===== src/rtl/pit_pkg.sv =====
// Shared constants for the periodic interrupt timer.
// Assumes a 32-bit data path and a 5-bit byte address.
package pit_pkg;
    localparam int DATA_W    = 32;
    localparam int ADDR_W    = 5;
    localparam int PRESC_W   = 12;
    localparam int CTRL_W    = 26;

    localparam logic [ADDR_W-1:0] OFF_CTRL  = 5'h00;
    localparam logic [ADDR_W-1:0] OFF_STAT  = 5'h04;
    localparam logic [ADDR_W-1:0] OFF_LOAD  = 5'h08;
    localparam logic [ADDR_W-1:0] OFF_CMP   = 5'h0C;
    localparam logic [ADDR_W-1:0] OFF_COUNT = 5'h10;

    localparam int CB_EN     = 0;
    localparam int CB_STSEL  = 1;
    localparam int CB_IRQEN  = 2;
    localparam int CB_RELOAD = 3;
    localparam int CB_PRE_LO = 4;
    localparam int CB_SWRST  = 16;
    localparam int CB_OVW    = 17;
    localparam int CB_OM_LO  = 22;
    localparam int CB_SRC_LO = 24;

    typedef enum logic [1:0] {
        PIN_OFF    = 2'd0,
        PIN_TOGGLE = 2'd1,
        PIN_CLEAR  = 2'd2,
        PIN_SET    = 2'd3
    } pin_mode_e;
endpackage


===== src/rtl/pit_regs.sv =====
// Register file: control, status flag, load and compare, plus read mux.
// Produces one-cycle event strobes (start, overwrite, soft reset) decoded
// from the write port. Assumes one access per cycle.
module pit_regs
    import pit_pkg::*;
#(
    parameter int DW = DATA_W,
    parameter int AW = ADDR_W,
    parameter int PW = PRESC_W
) (
    input  logic          clk,
    input  logic          rst_n,
    input  logic          wr_en,
    input  logic          rd_en,
    input  logic [AW-1:0] addr,
    input  logic [DW-1:0] wdata,
    input  logic [DW-1:0] count,
    input  logic          match,
    output logic [DW-1:0] rdata,
    output logic          en,
    output logic          irq_en,
    output logic          reload,
    output logic          src_on,
    output logic [PW-1:0] presc,
    output pin_mode_e     pin_mode,
    output logic [DW-1:0] load_val,
    output logic [DW-1:0] cmp_val,
    output logic          flag,
    output logic          swr_now,
    output logic          start_now,
    output logic [DW-1:0] start_val,
    output logic          ovw_now
);
    localparam logic [CTRL_W-1:0] SWR_ONLY = CTRL_W'(1) << CB_SWRST;

    logic [CTRL_W-1:0] ctrl_q;
    logic [DW-1:0]     load_q;
    logic [DW-1:0]     cmp_q;
    logic              flag_q;
    logic              wr_ctrl, wr_stat, wr_load, wr_cmp;

    // Address decode of the write port.
    always_comb begin
        wr_ctrl = wr_en && (addr == OFF_CTRL);
        wr_stat = wr_en && (addr == OFF_STAT);
        wr_load = wr_en && (addr == OFF_LOAD);
        wr_cmp  = wr_en && (addr == OFF_CMP);
    end

    // Event strobes for the counter, prescaler and pin.
    always_comb begin
        swr_now   = wr_ctrl && wdata[CB_SWRST];
        start_now = wr_ctrl && wdata[CB_EN] && !ctrl_q[CB_EN] && !wdata[CB_SWRST];
        start_val = wdata[CB_STSEL] ? load_q : '1;
        ovw_now   = wr_load && ctrl_q[CB_OVW];
    end

    // Control register with a self-clearing soft-reset bit.
    always_ff @(posedge clk) begin
        if (!rst_n)                     ctrl_q <= '0;
        else if (swr_now)               ctrl_q <= SWR_ONLY;
        else if (wr_ctrl)               ctrl_q <= wdata[CTRL_W-1:0];
        else if (ctrl_q[CB_SWRST])      ctrl_q[CB_SWRST] <= 1'b0;
    end

    // Load and compare registers.
    always_ff @(posedge clk) begin
        if (!rst_n || swr_now) begin
            load_q <= '0;
            cmp_q  <= '0;
        end else begin
            if (wr_load) load_q <= wdata;
            if (wr_cmp)  cmp_q  <= wdata;
        end
    end

    // Sticky compare flag: a set wins over a same-cycle write-one clear.
    always_ff @(posedge clk) begin
        if (!rst_n || swr_now)           flag_q <= 1'b0;
        else if (match)                  flag_q <= 1'b1;
        else if (wr_stat && wdata[0])    flag_q <= 1'b0;
    end

    // Combinational read mux, zero when not reading.
    always_comb begin
        rdata = '0;
        if (rd_en) begin
            unique case (addr)
                OFF_CTRL:  rdata = DW'(ctrl_q);
                OFF_STAT:  rdata = DW'(flag_q);
                OFF_LOAD:  rdata = load_q;
                OFF_CMP:   rdata = cmp_q;
                OFF_COUNT: rdata = count;
                default:   rdata = '0;
            endcase
        end
    end

    // Field breakout.
    always_comb begin
        en       = ctrl_q[CB_EN];
        irq_en   = ctrl_q[CB_IRQEN];
        reload   = ctrl_q[CB_RELOAD];
        src_on   = |ctrl_q[CB_SRC_LO +: 2];
        presc    = ctrl_q[CB_PRE_LO +: PW];
        pin_mode = pin_mode_e'(ctrl_q[CB_OM_LO +: 2]);
        load_val = load_q;
        cmp_val  = cmp_q;
        flag     = flag_q;
    end


    swr_selfclear_chk: assert property (@(posedge clk) disable iff (!rst_n)
        (ctrl_q[CB_SWRST] && !wr_ctrl) |=> !ctrl_q[CB_SWRST]);


    flag_zero_write_chk: assert property (@(posedge clk) disable iff (!rst_n)
        (flag_q && !(wr_stat && wdata[0]) && !swr_now) |=> flag_q);
endmodule


===== src/rtl/pit_prescaler.sv =====
// Tick divider: emits one step per PRESC+1 qualified ticks.
// Assumes restart is a one-cycle strobe; a lowered ratio takes effect at
// the next qualified tick.
module pit_prescaler #(
    parameter int PW = pit_pkg::PRESC_W
) (
    input  logic          clk,
    input  logic          rst_n,
    input  logic          restart,
    input  logic          tick_ok,
    input  logic [PW-1:0] presc,
    output logic          step
);
    logic [PW-1:0] pcnt;

    // Step when the tick count has reached the ratio.
    always_comb step = tick_ok && !restart && (pcnt >= presc);

    // Count qualified ticks, return to zero on each step.
    always_ff @(posedge clk) begin
        if (!rst_n || restart) pcnt <= '0;
        else if (step)         pcnt <= '0;
        else if (tick_ok)      pcnt <= pcnt + 1'b1;
    end


    pcnt_restart_chk: assert property (@(posedge clk) disable iff (!rst_n)
        (step || restart) |=> (pcnt == '0));
endmodule


===== src/rtl/pit_counter.sv =====
// Down counter with start, overwrite, reload/wrap and compare detection.
// Assumes event strobes are single-cycle and mutually exclusive with writes.
module pit_counter #(
    parameter int DW = pit_pkg::DATA_W
) (
    input  logic          clk,
    input  logic          rst_n,
    input  logic          step,
    input  logic          swr_now,
    input  logic          start_now,
    input  logic [DW-1:0] start_val,
    input  logic          ovw_now,
    input  logic [DW-1:0] ovw_val,
    input  logic          reload,
    input  logic [DW-1:0] load_val,
    input  logic [DW-1:0] cmp_val,
    output logic [DW-1:0] count,
    output logic          match
);
    logic [DW-1:0] next_val;
    logic          load_evt;

    // Value after one step: decrement, or reload/wrap at zero.
    always_comb begin
        next_val = (count == '0) ? (reload ? load_val : '1) : count - 1'b1;
        load_evt = swr_now || start_now || ovw_now;
        match    = step && !load_evt && (next_val == cmp_val);
    end

    // Count register with load events ahead of stepping.
    always_ff @(posedge clk) begin
        if (!rst_n || swr_now) count <= '0;
        else if (start_now)    count <= start_val;
        else if (ovw_now)      count <= ovw_val;
        else if (step)         count <= next_val;
    end


    count_hold_chk: assert property (@(posedge clk) disable iff (!rst_n)
        (!step && !load_evt) |=> $stable(count));


    count_dec_chk: assert property (@(posedge clk) disable iff (!rst_n)
        (step && !load_evt && count != '0) |=> (count == $past(count) - 1'b1));


    count_reload_chk: assert property (@(posedge clk) disable iff (!rst_n)
        (step && !load_evt && count == '0 && reload) |=> (count == $past(load_val)));
endmodule


===== src/rtl/pit_outpin.sv =====
// Compare output pin driven by the selected mode on each match.
// Assumes the pin is forced low whenever the mode is disconnected.
module pit_outpin
    import pit_pkg::*;
(
    input  logic      clk,
    input  logic      rst_n,
    input  logic      swr_now,
    input  logic      match,
    input  pin_mode_e mode,
    output logic      pin
);
    logic pin_q;

    // Pin state update on compare events.
    always_ff @(posedge clk) begin
        if (!rst_n || swr_now)   pin_q <= 1'b0;
        else if (mode == PIN_OFF) pin_q <= 1'b0;
        else if (match) begin
            unique case (mode)
                PIN_TOGGLE: pin_q <= !pin_q;
                PIN_CLEAR:  pin_q <= 1'b0;
                PIN_SET:    pin_q <= 1'b1;
                default:    pin_q <= 1'b0;
            endcase
        end
    end

    // Disconnected mode gates the pin low at once.
    always_comb pin = pin_q && (mode != PIN_OFF);


    pin_off_low_chk: assert property (@(posedge clk) disable iff (!rst_n)
        (mode == PIN_OFF) |-> !pin);
endmodule


===== src/rtl/pit_timer.sv =====
// Top of the periodic interrupt timer: wires registers, prescaler,
// counter and output pin. Assumes tick_in is synchronous to clk.
module pit_timer
    import pit_pkg::*;
#(
    parameter int DW = DATA_W,
    parameter int AW = ADDR_W,
    parameter int PW = PRESC_W
) (
    input  logic          clk,
    input  logic          rst_n,
    input  logic          tick_in,
    input  logic          wr_en,
    input  logic          rd_en,
    input  logic [AW-1:0] addr,
    input  logic [DW-1:0] wdata,
    output logic [DW-1:0] rdata,
    output logic          irq,
    output logic          cmp_out
);
    logic          en, irq_en, reload, src_on, flag;
    logic          swr_now, start_now, ovw_now, step, match, tick_ok;
    logic [PW-1:0] presc;
    pin_mode_e     pin_mode;
    logic [DW-1:0] load_val, cmp_val, start_val, count;

    pit_regs #(.DW(DW), .AW(AW), .PW(PW)) regs_i (
        .clk(clk), .rst_n(rst_n), .wr_en(wr_en), .rd_en(rd_en),
        .addr(addr), .wdata(wdata), .count(count), .match(match),
        .rdata(rdata), .en(en), .irq_en(irq_en), .reload(reload),
        .src_on(src_on), .presc(presc), .pin_mode(pin_mode),
        .load_val(load_val), .cmp_val(cmp_val), .flag(flag),
        .swr_now(swr_now), .start_now(start_now), .start_val(start_val),
        .ovw_now(ovw_now)
    );

    // Tick qualified by enable and a non-off clock source.
    always_comb tick_ok = tick_in && en && src_on;

    pit_prescaler #(.PW(PW)) presc_i (
        .clk(clk), .rst_n(rst_n), .restart(swr_now || start_now),
        .tick_ok(tick_ok), .presc(presc), .step(step)
    );

    pit_counter #(.DW(DW)) cnt_i (
        .clk(clk), .rst_n(rst_n), .step(step), .swr_now(swr_now),
        .start_now(start_now), .start_val(start_val), .ovw_now(ovw_now),
        .ovw_val(wdata), .reload(reload), .load_val(load_val),
        .cmp_val(cmp_val), .count(count), .match(match)
    );

    pit_outpin pin_i (
        .clk(clk), .rst_n(rst_n), .swr_now(swr_now), .match(match),
        .mode(pin_mode), .pin(cmp_out)
    );

    // Interrupt is the flag masked by its enable.
    always_comb irq = flag && irq_en;


    irq_masked_chk: assert property (@(posedge clk) disable iff (!rst_n)
        !irq_en |-> !irq);


    src_off_nostep_chk: assert property (@(posedge clk) disable iff (!rst_n)
        !src_on |-> !step);
endmodule


===== config.mk =====
export PLATFORM = sky130hd
export DESIGN_NAME = pit_timer
export DESIGN_NICKNAME = d
export VERILOG_FILES = /design/src/rtl/pit_pkg.sv /design/src/rtl/pit_regs.sv /design/src/rtl/pit_prescaler.sv /design/src/rtl/pit_counter.sv /design/src/rtl/pit_outpin.sv /design/src/rtl/pit_timer.sv
export SDC_FILE = /design/constraint.sdc
export NUM_CORES = 1
export LEC_CHECK = 0
export BUFFER_PORTS_ARGS = -buffer_cell sky130_fd_sc_hd__buf_2
export CAP_MARGIN = 20
export CORE_MARGIN = 2
export CORE_UTILIZATION = 65
export DETAILED_ROUTE_END_ITERATION = 10
export GPL_TIMING_DRIVEN = 0
export PLACE_DENSITY = 0.86
export REMOVE_ABC_BUFFERS = 1
export SYNTH_ARGS = -nofsm -noshare
export SYNTH_HDL_FRONTEND = slang
export SYNTH_SLANG_ARGS = --single-unit

===== constraint.sdc =====
create_clock -name clk -period 8.2 [get_ports clk]
set_input_delay 0.82 -clock clk [delete_from_list [all_inputs] [get_ports clk]]
set_output_delay 0.82 -clock clk [all_outputs]
set_load 0.1 [all_outputs]

==> summary.txt <==
CTS
  • CTS root buffer: clkbuf_16
  • Worst skew pair latency: 430 ps
  • CTS Buf Count: 17
  • Post-CTS Resized: 0
  • CTS tree: done
  • Post-CTS setup buffers: 0
  • Hold_buf cts: 0
  • Maximum clock path buffer count: 2
  • CTS clk-pin slew, worst paths: 60 ps
  • H-Tree Depth: 4
  • # clock sinks: 136

Run status
  • Outcome: completed

Min path
  • Min-Delay Path Class: reg2reg

Synth
  • Post-synth ARST share: 0%
  • Syn. warnings: 0
  • Seq cells post-synth: approximately 140
  • Number of distinct library cells after synthesis: 77
  • Syn avg cell area: 7.272 µm²
  • Number of cells produced by synthesis: 1186
  • Post-synth EDFFs: 0
  • Sequential area share after synthesis: between 30% and 40%
  • Syn Std Cell Area: 0.008625 mm²
  • Prevailing post-synth register cell: dfxtp_1

Global route
  • Initial antenna violation count: 0
  • First-pass GRT wire length: 46770 µm
  • All-Layer GR Usage: about two fifths
  • Largest net degree at the start of global routing: 67
  • Total gr overflow: 0
  • Vias in the first global route: approximately 9000

STA
  • Final Setup Violations: 0
  • FMAX: slightly below 200 MHz
  • Worst-margin pin slew: ~1200 ps
  • Minimum clock period: approximately 5100 ps
  • Fin. max-slew vios: 0
  • Slew HR: between 20% and 30%
  • Hold_ws: 456.4 ps
  • Final Hold Vio Count: 0
  • Unrepaired setup endpoints after global routing: no
  • Skew final: about 13 ps
  • Fin crit share: 62.24%

Final layout
  • Layout area overhead: 13.40%
  • Antenna Cells: 0
  • Finished Cell Area: around 0.01 mm²
  • Final #Nets: 1256
  • Share of layout cells above drive strength 1: 12.87%

Die
  • Starting Density: around 66%
  • Die area: 0.01421 mm²
  • Chip height: 119.2 µm
  • Row count: between 40 and 50
  • Floorplan core area: around 0.013 mm²
  • Die W: ~120 µm
  • Boundary Pins: 76

Critical path
  • Reg2Reg Launch Point: cnt_i.count[4]
  • Setup CP Type: in2reg
  • FF-to-FF End: pin_i.pin_q
  • Critical path fanouts, max: 20
  • Cell mode on critical path: nand2_1
  • Req. time, crit path: 8540 ps
  • Highest-delay cell along the critical path: nand2_1
  • CP max stage delay: between 900 and 1000 ps
  • CP endpoint kind: flop
  • Critical Path Start Type: primary input
  • Worst Setup SP: addr[1]
  • Reg2Reg Depth: 10
  • FF-to-FF setup slack: around 3100 ps
  • Critical Path End: cnt_i.count[5]
  • Crit path DAT: roughly 5400 ps
  • Cell chain of the critical path: buf_2 -> nor3_1 -> and3b_1 -> buf_16 -> and2_1 -> nand2_1 -> nand2_1 -> o311ai_0 -> a21oi_1

Place
  • Placed Area: ~0.0091 mm²
  • DP Wirelength: around 20000 µm
  • Buffers added on ports: 75
  • Gpl congestion: roughly 1.0

Power
  • Leakage power: between 3 and 4 nW
  • Worst vdd ir: ~0.00015 V
  • Pwr Density: roughly 160 mW/mm²

Detailed routing
  • Drt first pass iters: 11
  • Vias per cell: 6.844
  • Drt initial violations: approximately 1400
  • Avg WL per Cell: ~21 µm
  • # DRC: 0
  • Post-Route WL: just under 30000 µm
  • Antenna Violating Nets Remaining: 0
  • Via Count: approximately 9500

Flow run
  • Max Cap Viol: 0
-- routing by layer --
metal  track usage (%)  part of all wire, %  vias up
li1                  -                    -     4328
met2             64.73                   45      654
met4             17.19                  3.0        0
met1             56.22                   41     4431
met3             8.094                   11       86
met5                 0                    0        -
-- stage by stage --
step	util (%)	instances	power, W	worst slack, ps	setup TNS, ps
detailed placement	69.90	1354	0.0008019	2834	0
finish	74.75	1388	0.001561	3096	0
global route	74.75	1388	0.001597	2984	0
floorplan	-	1086	0.0007478	1673	0
CTS	74.42	1386	0.001555	3226	0
global placement	67.11	1337	0.0007928	-2037	-53140
-- worst max-delay path: cells and delay by family --
family	cells	cell delay [ps]
and+or+nand+nor	5	3700
buffers and inverters	2	340
AOI/OAI and AO/OA	2	550
-- power by group --
| group | total (W) | switching [W] | internal (W) |
|---|---|---|---|
| combinational | 0.000124 | 0.0000837 | 0.0000405 |
| sequential | 0.000671 | 0.00000577 | 0.000665 |
| clock | 0.000766 | 0.000292 | 0.000474 |
| total | 0.00156 | 0.000381 | 0.00118 |
-- kinds of logic (layout without fill, tap and decap cells) --
group / Yosys count / count (layout) / share of synthesized area (%)
buf+inv: 129 / 155 / 6.354
xor+xnor: 43 / 43 / 4.367
simple gates: 520 / 520 / 28.42
fa+ha+maj: 15 / 15 / 2.176
mux: 16 / 16 / 1.944
flops: 136 / 136 / 31.57
compound gates: 327 / 327 / 25.17
-- placed cells by master (no fill, tap or decap), drive strengths merged, types with 4 or more instances in the layout --
cell type  count
and4           5
and3           8
nor2          78
ha            15
nand4         18
clkbuf        27
o31a           4
a222oi        32
nor2b          4
mux2i         13
nor4b          4
o22ai          8
nand3         19
a21boi         4
or4           10
o211ai        15
nand2b         4
a211oi        20
a22oi          4
dfxtp        136
and2           7
o31ai          8
o311ai        16
o21ai         18
buf           94
a21oi        157
inv           29
xor2          19
nor3          48
a311oi         9
nand2        277
or3            8
nor4          13
xnor2         24
a41oi          4
-- synth_stat cells (5+ instances only) --
cell | count | area share [%]
nor4_1 | 9 | 0.65
o211ai_1 | 15 | 1.3
or4_1 | 8 | 0.70
and4_1 | 5 | 0.51
xor2_1 | 19 | 1.9
nand2_1 | 276 | 12
a311oi_1 | 9 | 0.91
and2_1 | 7 | 0.51
a211oi_1 | 20 | 1.7
o21ai_0 | 18 | 1.0
inv_1 | 29 | 1.3
ha_1 | 15 | 2.2
buf_6 | 6 | 0.78
dfxtp_1 | 136 | 32
mux2i_1 | 13 | 1.5
xnor2_1 | 24 | 2.4
clkbuf_1 | 84 | 3.7
a21oi_1 | 157 | 9.1
nor2_1 | 76 | 3.3
nand3_1 | 19 | 1.1
nor3_1 | 45 | 2.6
a222oi_1 | 32 | 3.7
o22ai_1 | 8 | 0.58
o31ai_1 | 8 | 0.70
nand4_1 | 18 | 1.3
o311ai_0 | 16 | 1.6
or3_1 | 7 | 0.51
and3_1 | 8 | 0.58
-- state kept, by name (all words and copies together) (netlist names) --
signal / count
cnt_i.count: 32
regs_i.cmp_val: 32
regs_i.load_val: 32
regs_i.ctrl_q: 26
presc_i.pcnt: 12
pin_i.pin_q: 1
regs_i.flag: 1
-- layout make-up --
type	count	area (µm²)
tap	176	220.2
fill	1036	3304
clock inverter	5	58.81
clock buffer	27	533.0
inverter	29	108.9
multi-input combinational	921	5385
timing repair buffer	94	752.0
sequential	136	2723
-- worst min-delay path by stage --
stage	startpoint	end	slack [ps]	cells after the start
2_1_floorplan	regs_i.ctrl_q[18]	regs_i.ctrl_q[18]	440	2
3_3_place_gp	regs_i.ctrl_q[18]	regs_i.ctrl_q[18]	440	2
3_5_place_dp	regs_i.ctrl_q[18]	regs_i.ctrl_q[18]	450	2
4_1_cts	regs_i.ctrl_q[18]	regs_i.ctrl_q[18]	460	2
5_1_grt	regs_i.ctrl_q[18]	regs_i.ctrl_q[18]	480	2
6_report	regs_i.ctrl_q[18]	regs_i.ctrl_q[18]	460	2
Note: power is estimated with default switching activity, not from simulation.
